==> src/rtl/spi_regx_pkg.sv <==
package spi_regx_pkg;

    typedef enum logic [2:0] {
        ST_CMD,
        ST_ADDR,
        ST_DATA,
        ST_CRC,
        ST_POLL
    } xfer_state_e;

    typedef enum logic [1:0] {
        OP_READ  = 2'b00,
        OP_RSV_A = 2'b01,
        OP_WRITE = 2'b10,
        OP_RSV_B = 2'b11
    } xfer_op_e;

    localparam logic [7:0] SYNC_CMD  = 8'hC1;
    localparam logic [7:0] SYNC_ADDR = 8'hC2;
    localparam logic [7:0] RESP_ACK  = 8'h41;
    localparam logic [7:0] RESP_NACK = 8'h4E;
    localparam logic [7:0] CRC_POLY  = 8'h31;

    // One byte through the CRC-8 register, MSB first.
    function automatic logic [7:0] crc8_step(input logic [7:0] crc_in, input logic [7:0] din);
        logic [7:0] acc;
        acc = crc_in ^ din;
        for (int b = 0; b < 8; b++) begin
            acc = acc[7] ? ((acc << 1) ^ CRC_POLY) : (acc << 1);
        end
        return acc;
    endfunction

endpackage

==> src/rtl/spi_regx_crc8.sv <==
module spi_regx_crc8
    import spi_regx_pkg::*;
(
    input  logic       clk,
    input  logic       rst_n,
    input  logic       start,
    input  logic       step,
    input  logic [7:0] din,
    output logic [7:0] crc
);

    always_ff @(posedge clk or negedge rst_n) begin
        if (!rst_n) begin
            crc <= 8'h00;
        end else if (start) begin
            crc <= crc8_step(8'h00, din);
        end else if (step) begin
            crc <= crc8_step(crc, din);
        end
    end

endmodule

==> src/rtl/spi_regx_watchdog.sv <==
module spi_regx_watchdog #(
    parameter int TMO_W = 24
) (
    input  logic             clk,
    input  logic             rst_n,
    input  logic             clear,
    input  logic             run,
    input  logic [TMO_W-1:0] limit,
    output logic             expired
);

    localparam int CNT_W = TMO_W + 1;

    logic [CNT_W-1:0] cnt;

    assign expired = cnt > {1'b0, limit};

    always_ff @(posedge clk or negedge rst_n) begin
        if (!rst_n) begin
            cnt <= '0;
        end else if (clear) begin
            cnt <= '0;
        end else if (run && !expired) begin
            cnt <= cnt + 1'b1;
        end
    end

endmodule

==> src/rtl/spi_regx_databuf.sv <==
module spi_regx_databuf #(
    parameter int NBYTES = 8,
    localparam int IDX_W = $clog2(NBYTES),
    localparam int DW    = NBYTES * 8
) (
    input  logic             clk,
    input  logic             rst_n,
    input  logic             load,
    input  logic [DW-1:0]    load_data,
    input  logic             put,
    input  logic [IDX_W-1:0] put_idx,
    input  logic [7:0]       put_byte,
    input  logic [IDX_W-1:0] sel_idx,
    output logic [DW-1:0]    data,
    output logic [7:0]       sel_byte
);

    logic [7:0] lanes [NBYTES];

    for (genvar g = 0; g < NBYTES; g++) begin : g_lane
        always_ff @(posedge clk or negedge rst_n) begin
            if (!rst_n) begin
                lanes[g] <= 8'h00;
            end else if (load) begin
                lanes[g] <= load_data[g*8 +: 8];
            end else if (put && (put_idx == IDX_W'(g))) begin
                lanes[g] <= put_byte;
            end
        end
        assign data[g*8 +: 8] = lanes[g];
    end

    assign sel_byte = lanes[sel_idx];

endmodule

==> src/rtl/spi_regx_engine.sv <==
module spi_regx_engine
    import spi_regx_pkg::*;
#(
    parameter int TMO_W     = 24,
    parameter int MAX_BYTES = 8,
    localparam int DATA_W   = MAX_BYTES * 8,
    localparam int IDX_W    = $clog2(MAX_BYTES)
) (
    input  logic              clk,
    input  logic              rst_n,
    input  logic              rx_valid,
    input  logic [7:0]        rx_byte,
    output logic [7:0]        tx_byte,
    input  logic              crc_en,
    input  logic [TMO_W-1:0]  tmo_limit,
    output logic              reg_req,
    output logic              reg_we,
    output logic [11:0]       reg_addr,
    output logic [1:0]        reg_len,
    output logic [DATA_W-1:0] reg_wdata,
    input  logic [DATA_W-1:0] reg_rdata,
    input  logic              reg_busy
);

    xfer_state_e      state, state_d;
    logic [1:0]       op;
    logic [1:0]       len_code;
    logic [11:0]      addr;
    logic [IDX_W-1:0] idx;
    logic             pend;

    logic             active, expired, abort, accept;
    logic             is_rd, is_wr;
    logic [IDX_W-1:0] last_idx;
    logic             crc_start, crc_step;
    logic [7:0]       crc_din, crc_val;
    logic             buf_put, buf_load;
    logic [7:0]       buf_sel;
    logic             issue_rd, issue_wr;

    assign is_rd    = (op == OP_READ);
    assign is_wr    = (op == OP_WRITE);
    assign last_idx = IDX_W'((1 << len_code) - 1);
    assign active   = (state == ST_ADDR) || (state == ST_DATA) || (state == ST_CRC);
    assign abort    = active && expired;
    assign accept   = pend && !reg_busy;
    assign buf_load = accept && !reg_we;

    spi_regx_crc8 u_crc (
        .clk   (clk),
        .rst_n (rst_n),
        .start (crc_start),
        .step  (crc_step),
        .din   (crc_din),
        .crc   (crc_val)
    );

    spi_regx_watchdog #(.TMO_W(TMO_W)) u_wdog (
        .clk     (clk),
        .rst_n   (rst_n),
        .clear   (state == ST_CMD),
        .run     (active),
        .limit   (tmo_limit),
        .expired (expired)
    );

    spi_regx_databuf #(.NBYTES(MAX_BYTES)) u_buf (
        .clk       (clk),
        .rst_n     (rst_n),
        .load      (buf_load),
        .load_data (reg_rdata),
        .put       (buf_put),
        .put_idx   (idx),
        .put_byte  (rx_byte),
        .sel_idx   (idx),
        .data      (reg_wdata),
        .sel_byte  (buf_sel)
    );

    // Next-state and per-byte strobes.
    always_comb begin
        state_d   = state;
        crc_start = 1'b0;
        crc_step  = 1'b0;
        crc_din   = rx_byte;
        buf_put   = 1'b0;
        issue_rd  = 1'b0;
        issue_wr  = 1'b0;
        if (abort) begin
            state_d = ST_CMD;
        end else if (rx_valid) begin
            unique case (state)
                ST_CMD: begin
                    crc_start = 1'b1;
                    state_d   = ST_ADDR;
                end
                ST_ADDR: begin
                    crc_step = 1'b1;
                    issue_rd = is_rd;
                    state_d  = ST_DATA;
                end
                ST_DATA: begin
                    crc_step = 1'b1;
                    crc_din  = is_rd ? buf_sel : rx_byte;
                    buf_put  = is_wr;
                    if (idx == last_idx) begin
                        state_d  = crc_en ? ST_CRC : ST_POLL;
                        issue_wr = is_wr && !crc_en;
                    end
                end
                ST_CRC: begin
                    issue_wr = is_wr && (rx_byte == crc_val);
                    state_d  = ST_POLL;
                end
                ST_POLL: begin
                    if (!pend) state_d = ST_CMD;
                end
                default: state_d = ST_CMD;
            endcase
        end
    end

    // State register and transaction context.
    always_ff @(posedge clk or negedge rst_n) begin
        if (!rst_n) begin
            state    <= ST_CMD;
            op       <= OP_READ;
            len_code <= 2'b00;
            addr     <= 12'h000;
            idx      <= '0;
            pend     <= 1'b0;
        end else begin
            state <= state_d;
            if (!abort && rx_valid) begin
                if (state == ST_CMD) begin
                    op         <= rx_byte[7:6];
                    len_code   <= rx_byte[5:4];
                    addr[11:8] <= rx_byte[3:0];
                end
                if (state == ST_ADDR) begin
                    addr[7:0] <= rx_byte;
                    idx       <= '0;
                end
                if (state == ST_DATA) begin
                    idx <= idx + 1'b1;
                end
            end
            if (abort) begin
                pend <= 1'b0;
            end else if (issue_rd || issue_wr) begin
                pend <= 1'b1;
            end else if (accept) begin
                pend <= 1'b0;
            end
        end
    end

    // Outputs.
    always_comb begin
        unique case (state)
            ST_CMD:  tx_byte = SYNC_CMD;
            ST_ADDR: tx_byte = SYNC_ADDR;
            ST_DATA: tx_byte = is_rd ? buf_sel : RESP_ACK;
            ST_CRC:  tx_byte = is_rd ? crc_val : RESP_ACK;
            ST_POLL: tx_byte = pend ? RESP_NACK : RESP_ACK;
            default: tx_byte = SYNC_CMD;
        endcase
    end

    assign reg_req  = pend;
    assign reg_we   = is_wr;
    assign reg_addr = addr;
    assign reg_len  = len_code;

endmodule

==> config.mk <==
export PLATFORM = sky130hd
export DESIGN_NAME = spi_regx_engine
export DESIGN_NICKNAME = d
export VERILOG_FILES = /design/src/rtl/spi_regx_pkg.sv /design/src/rtl/spi_regx_crc8.sv /design/src/rtl/spi_regx_watchdog.sv /design/src/rtl/spi_regx_databuf.sv /design/src/rtl/spi_regx_engine.sv
export SDC_FILE = /design/constraint.sdc
export NUM_CORES = 1
export LEC_CHECK = 0
export BUFFER_PORTS_ARGS = -buffer_cell sky130_fd_sc_hd__buf_2
export CORE_UTILIZATION = 59
export DETAILED_ROUTE_END_ITERATION = 7
export GPL_TIMING_DRIVEN = 0
export MAX_ROUTING_LAYER = met4
export PLACE_DENSITY = 0.87
export SLEW_MARGIN = 25
export SYNTH_ARGS = -nofsm -noshare
export SYNTH_HDL_FRONTEND = slang
export SYNTH_SLANG_ARGS = --single-unit
==> constraint.sdc <==
create_clock -name clk -period 7.38 [get_ports clk]
set_input_delay 1.845 -clock clk [delete_from_list [all_inputs] [get_ports clk]]
set_output_delay 1.845 -clock clk [all_outputs]
set_load 0.02 [all_outputs]
======== Word-level counts from Yosys, hierarchy flattened ========
Index checks and enable logic that the tools add are counted.
storage, ports and cells
  flip-flop bits (word level) ............. 120
  output and inout port bits .............. 88
  word-level logic and storage cells ...... 175
  input bits .............................. 101
operators by class
  shift-type cells ........................ 1
  magnitude comparators ................... 2
  reduce and logical (&&, ||, !) cells .... 44
  equality and inequality tests ........... 16
  add/sub/neg operators ................... 3
  bitwise logic cells ..................... 18
  muxes and demuxes ....................... 74
operators by type and width
  kind                   number
  $mux 8                 26
  $mux 6                 16
  $mux 25                2
  $not 3->3              16
  $pmux 8 s4             1
  $add 25x1->25 const B  1
  $gt 25x24->1           1
  $bmux 8 s3             1
  $reduce_bool 2->1      12
  $mux 3                 7
  $mux 1                 18
  $eq 3x3->1 const B     5
  $logic_and 1x1->1      15
  $pmux 3 s5             1
  $eq 3x2->1 const B     4
  $eq 8x8->1             1
  $xor 8x8->8            1
  $eq 3x1->1 const B     2
  $logic_not 3->1        2
  $reduce_and 2->1       3
  $logic_not 1->1        5
  $ge 4x4->1 const B     1
  $mux 4                 1
  $not 3->4              1
  other kinds (13)       15

======== Logic depth before layout (Yosys ltp) ========
  depth after elaboration ................. 27
  gate-level depth with buffers ........... 14
  gate-level depth less buffers ........... 13

======== By module ========
A second synthesis with hierarchy kept.
unflattened totals
  cells, all modules ...................... 803
  area, all modules ....................... 8061.5 µm²
by module, submodules not included
  module             cells each  sequential area each (µm²)  instances  area each (µm²)
  spi_regx_databuf   322         1601.5                      1          3544.6
  spi_regx_watchdog  255         625.6                       1          2163.3
  spi_regx_engine    151         575.6                       1          1611.5
  spi_regx_crc8      75          200.2                       1          742.0

======== Worst setup path before layout ========
No wires, ideal clock.
  path kind ............................... input to register
  start ................................... input port tmo_limit[4]
  end ..................................... register u_crc.crc[0]
  data required time ...................... 7.306 ns
  path slack .............................. 2.898 ns
  data arrival time ....................... 4.407 ns
  library setup time ...................... 0.074 ns
  cell stages on the path ................. 13
  buffers on the path ..................... 1
  path through ............................ inv_1 -> ha_1 -> a21oi_2 -> o21ai_2 -> a2111oi_4 -> o211ai_4 -> a21oi_2 -> buf_6 -> mux2i_2 -> xnor2_2 -> xnor3_1 -> a21o_1 -> o21ai_2
between the ends
  longest elaborated chain between the ends .. 14
  elaborated cells on any way between the ends .. 29
  those cells by class .................... order compare: 1; mux: 17; bitwise: 9; reduce/logical: 2
ends and longest elaborated chain
  element                     RTL line                 text
  start: declaration          spi_regx_engine.sv:15    input logic [TMO_W-1:0] tmo_limit,
  $gt 25x24->1 (*)            spi_regx_watchdog.sv:16  assign expired = cnt > {1'b0, limit};
  $logic_and 1x1->1 (*)       spi_regx_engine.sv:45    assign abort = active && expired;
  $mux 8                      spi_regx_engine.sv:89    if (abort) begin
  $xor 8x8->8                 spi_regx_pkg.sv:27       acc = crc_in ^ din;
  $mux 6 (3 in a row)         spi_regx_pkg.sv:29       acc = acc[7] ? ((acc << 1) ^ CRC_POLY) : (acc << 1);
  $not 3->3 (no source line)  n/a
  $mux 6                      spi_regx_pkg.sv:29
  $not 3->3 (no source line)  n/a
  $mux 6 (2 in a row)         spi_regx_pkg.sv:29
  $mux 8                      spi_regx_crc8.sv:17      end else if (step) begin
  $mux 8                      spi_regx_crc8.sv:15      end else if (start) begin
  end signal: assignment      spi_regx_crc8.sv:16      crc <= crc8_step(8'h00, din);
  end signal: assignment      spi_regx_crc8.sv:18      crc <= crc8_step(crc, din);
  end: declaration            spi_regx_crc8.sv:9       output logic [7:0] crc
Every way passes the cells marked *; elsewhere a longest branch is shown, timed or not. The select of a mux whose other input is x is not followed.
A chain may end at the register's enable or synchronous reset.

======== Worst setup path after layout ========
  start ................................... input port tmo_limit[6]
  end ..................................... register u_buf.lanes (netlist bit u_buf.data[26])
between the ends
  longest elaborated chain between the ends .. 5
ends and longest elaborated chain
  element                             RTL line                 text
  $gt 25x24->1                        spi_regx_watchdog.sv:16
  $logic_and 1x1->1                   spi_regx_engine.sv:45
  $mux 1                              spi_regx_engine.sv:89
  $logic_and 1x1->1                   spi_regx_databuf.sv:26   end else if (put && (put_idx == IDX_W'(g))) begin
  $reduce_bool 2->1 (no source line)  n/a
  end signal: indexed assignment      spi_regx_databuf.sv:25   lanes[g] <= load_data[g*8 +: 8];
  end signal: indexed assignment      spi_regx_databuf.sv:27   lanes[g] <= put_byte;
  end: declaration                    spi_regx_databuf.sv:18   logic [7:0] lanes [NBYTES];
No other way between the ends.

==> results.py <==
metrics = {
    "detailed_routing": {
        "avgViaCountPerCell": 6.078,
        "wl_um": 23330,
        "drcViolationCount": 0,
        "wl_per_cell_um": 19.30,
        "first_pass_iters": 5,
        "drt_iter0_drc": 591,
        "drtAntennaViolNets": 0,
        "dr_total_vias": 7348,
    },
    "power": {
        "ir_drop_v": 0.0002852,
        "power_density_nw_per_um2": 433.1,
        "p_leak_nw": 4.617,
    },
    "worst_setup_path": {
        "crit_path_max_fanout": 10,
        "critPathLaunchType": "primary input",
        "crit_type": "in -> reg",
        "arrival_ns": 5.20,
        "required_ns": 7.70,
        "endpoint_kind": "flip-flop",
    },
    "floorplan": {
        "num_rows": 41,
        "initial_core_util_pct": 60.34,
        "core_area_sq_um": 12620,
        "io_pins": 189,
        "die_w_um": 115.6,
        "dieArea_sq_um": 13360,
        "dieHeight_um": 115.6,
    },
    "layout": {
        "final_common_cell": "buf_2",
        "mostFrequentLayoutCells": "buf_2 (195), nand2_1 (142), dfrtp_1 (120)",
        "final_cell_count_no_fill": 1209,
        "drive_gt1_share_pct": 28.64,
        "antennaDiodeCount": 0,
        "nNetsFinal": 1156,
        "area.growth.synth_to_final_pct": 23.46,
    },
    "sta": {
        "worst_pin_slew_ns": 0.9484,
        "fin_skew_ns": 0.007033,
        "slew_violations": 0,
        "fin_crit_ns": 4.875,
        "max_freq_mhz": 205.1,
        "slew_headroom_pct": 36.50,
        "timing.final.crit_share_pct": 66.05,
        "setup_viol": 0,
        "hold_violations": 0,
        "rsz0062_at_grt": "no",
        "tns_ns": 0,
    },
    "worst_hold_path": {
        "hold_path_class": "reg -> reg",
    },
    "clock_network": {
        "htreeDepth": 4,
        "post-cts-setup-buffers": 0,
        "cts_hold_buf": 0,
        "cts_num_sinks": 120,
        "clk_pin_slew_ns": 0.06,
        "cts_root_buffer": "clkbuf_16",
        "cts_made_buffers": 17,
        "cts_tree": "done",
        "cts_resized": 0,
        "insertion_delay_ns": 0.43,
        "cts_buffer_depth": 2,
    },
    "global_route": {
        "antenna_found_initial": 0,
        "grt_pass1_vias": 7089,
        "overflow": 0,
        "grt_pass1_wl_um": 36210,
        "grt.total_usage_pct": 37.87,
        "grt_start_max_net_pins": 71,
    },
    "outcome": {
        "status": "complete, no violations",
    },
    "logic_synthesis": {
        "synth_compound_gate_area_share_pct": 17.33,
        "synth-adder-area-share_pct": 5.094,
        "async_reset_ff_share_pct": 100.0,
        "synth.cell_area_sq_um": 7615,
        "synth_flop_cell": "dfrtp_1",
        "synth_simple_gate_area_share_pct": 16.60,
        "avgSynthCellArea_sq_um": 9.264,
        "ys_seq_area_share_pct": 39.43,
        "synth_edf_count": 0,
        "syn_nets": 954,
        "muxShareOfSynthArea_pct": 8.183,
        "ys_types": 67,
        "yosys_register_bits": 120,
        "synth_top_family_by_area": "compound AO/OA/AOI/OAI gates",
        "synth_xor_area_share_pct": 8.791,
        "ys.warnings.count": 0,
        "postSynthCellCount": 822,
    },
    "placement": {
        "hpwlAfterDp_um": 16740,
        "dp_cells": 1177,
        "gp_congestion": 0.9338,
        "port-buffer-count": 182,
    },
    "job": {
        "drv_cap": 0,
    },
}
==> registers in the layout (all words and copies together), names as in the netlist <==
signal      flops
idx             3
op              2
reg_addr       12
reg_len         2
reg_req         1
state           3
u_buf.data     64
u_crc.crc       8
u_wdog.cnt     25
==> layout make-up <==
| cell class | count | area [sq um] |
|---|---|---|
| tap | 172 | 215.2 |
| timing repair buffer | 183 | 948.4 |
| multi-input combinational | 620 | 4269 |
| fill | 925 | 3218 |
| clock buffer | 22 | 474.2 |
| clock inverter | 10 | 143.9 |
| buffer | 44 | 205.2 |
| sequential | 120 | 3003 |
| inverter | 38 | 142.6 |
==> metrics by stage <==
stage	hold WS [ns]	cell area (sq um)	setup WS [ns]	utilization, %	power, mW
floorplan	0.4860	7615	2.898	-	2.520
global placement	0.4573	8741	2.305	69.26	3.079
detailed placement	0.4734	8778	2.234	69.56	3.151
CTS	0.5009	9397	2.579	74.46	4.037
global route	0.5168	9402	2.238	74.50	4.279
finish	0.4953	9402	2.505	74.50	4.072
==> critical path, cell delays in order <==
cell	delay (ns)
buf_2	0.07
inv_1	0.03
ha_1	0.29
nand4_1	0.18
nor3_1	0.41
a2111oi_4	0.12
o211ai_4	0.35
nand2_2	0.19
o31a_1	0.30
and3_4	0.21
a21oi_1	0.61
buf_2	0.36
nand2_1	0.09
o21ai_0	0.11
==> power by group <==
group | internal (mW) | leakage [nW] | switching [mW]
Combinational | 0.809 | 2.79 | 1.25
Sequential | 0.904 | 1.54 | 0.247
Clock | 0.558 | 0.293 | 0.306
Total | 2.27 | 4.62 | 1.80
==> layer usage <==
metal  global-route usage (%)  vias to the layer above  share of wire, %
met4                    24.85                        0               5.4
met5                        -                        -                 0
met3                    9.257                      102                10
met1                    44.20                     3446                37
li1                         -                     3276                 -
met2                    58.44                      524                48
==> cell usage after synthesis, drive strengths merged, types with 2 or more instances <==
cell	count	area [sq um]
nor4	3	33.78
nor2b	13	81.33
a221o	2	20.02
inv	38	142.6
mux2i	14	172.7
a22o	4	35.03
a211o	2	17.52
or3	6	37.54
nand2	143	539.3
and2	4	27.53
nand3	13	70.07
and3	8	55.05
a21o	3	22.52
nor3	7	35.03
nor2	48	187.7
nand4	13	81.33
mux2	8	90.09
a21oi	86	483.0
dfrtp	120	3003
mux4	16	360.4
nor3b	2	25.02
a22oi	13	97.59
xnor2	32	336.6
nand2b	4	27.53
buf	17	103.9
o22ai	4	31.28
xor2	32	287.8
xnor3	2	45.04
a211oi	4	35.03
clkbuf	27	101.4
o211ai	3	36.28
o21ai	87	442.9
ha	31	387.9
==> logic make-up (layout without fill, tap and decap cells) <==
| family | after synthesis | after routing |
|---|---|---|
| AOI/OAI and AO/OA | 217 | 217 |
| xor gates and xnor gates | 66 | 66 |
| adders and majority gates | 31 | 31 |
| buffers and inverters | 82 | 297 |
| DFF | 120 | 120 |
| muxes | 38 | 38 |
| and+or+nand+nor | 268 | 268 |
==> final timing paths <==
check | start | cells after the start | slack [ns] | end
worst max-delay path | tmo_limit[6] | 14 | 2.51 | u_buf.data[26]$_DFFE_PN0P_
worst min register to register | reg_addr[9]$_DFFE_PN0P_ | 2 | 0.50 | reg_addr[9]$_DFFE_PN0P_
min in group asynchronous | rst_n | 1 | 1.38 | u_wdog.cnt[19]$_DFFE_PN0P_
worst max register to register | u_wdog.cnt[6]$_DFFE_PN0P_ | 12 | 3.58 | u_buf.data[26]$_DFFE_PN0P_
max in group asynchronous | rst_n | 2 | 5.35 | u_buf.data[7]$_DFFE_PN0P_
worst min-delay path | reg_addr[9]$_DFFE_PN0P_ | 2 | 0.50 | reg_addr[9]$_DFFE_PN0P_
(Power assumes the default switching activity.)
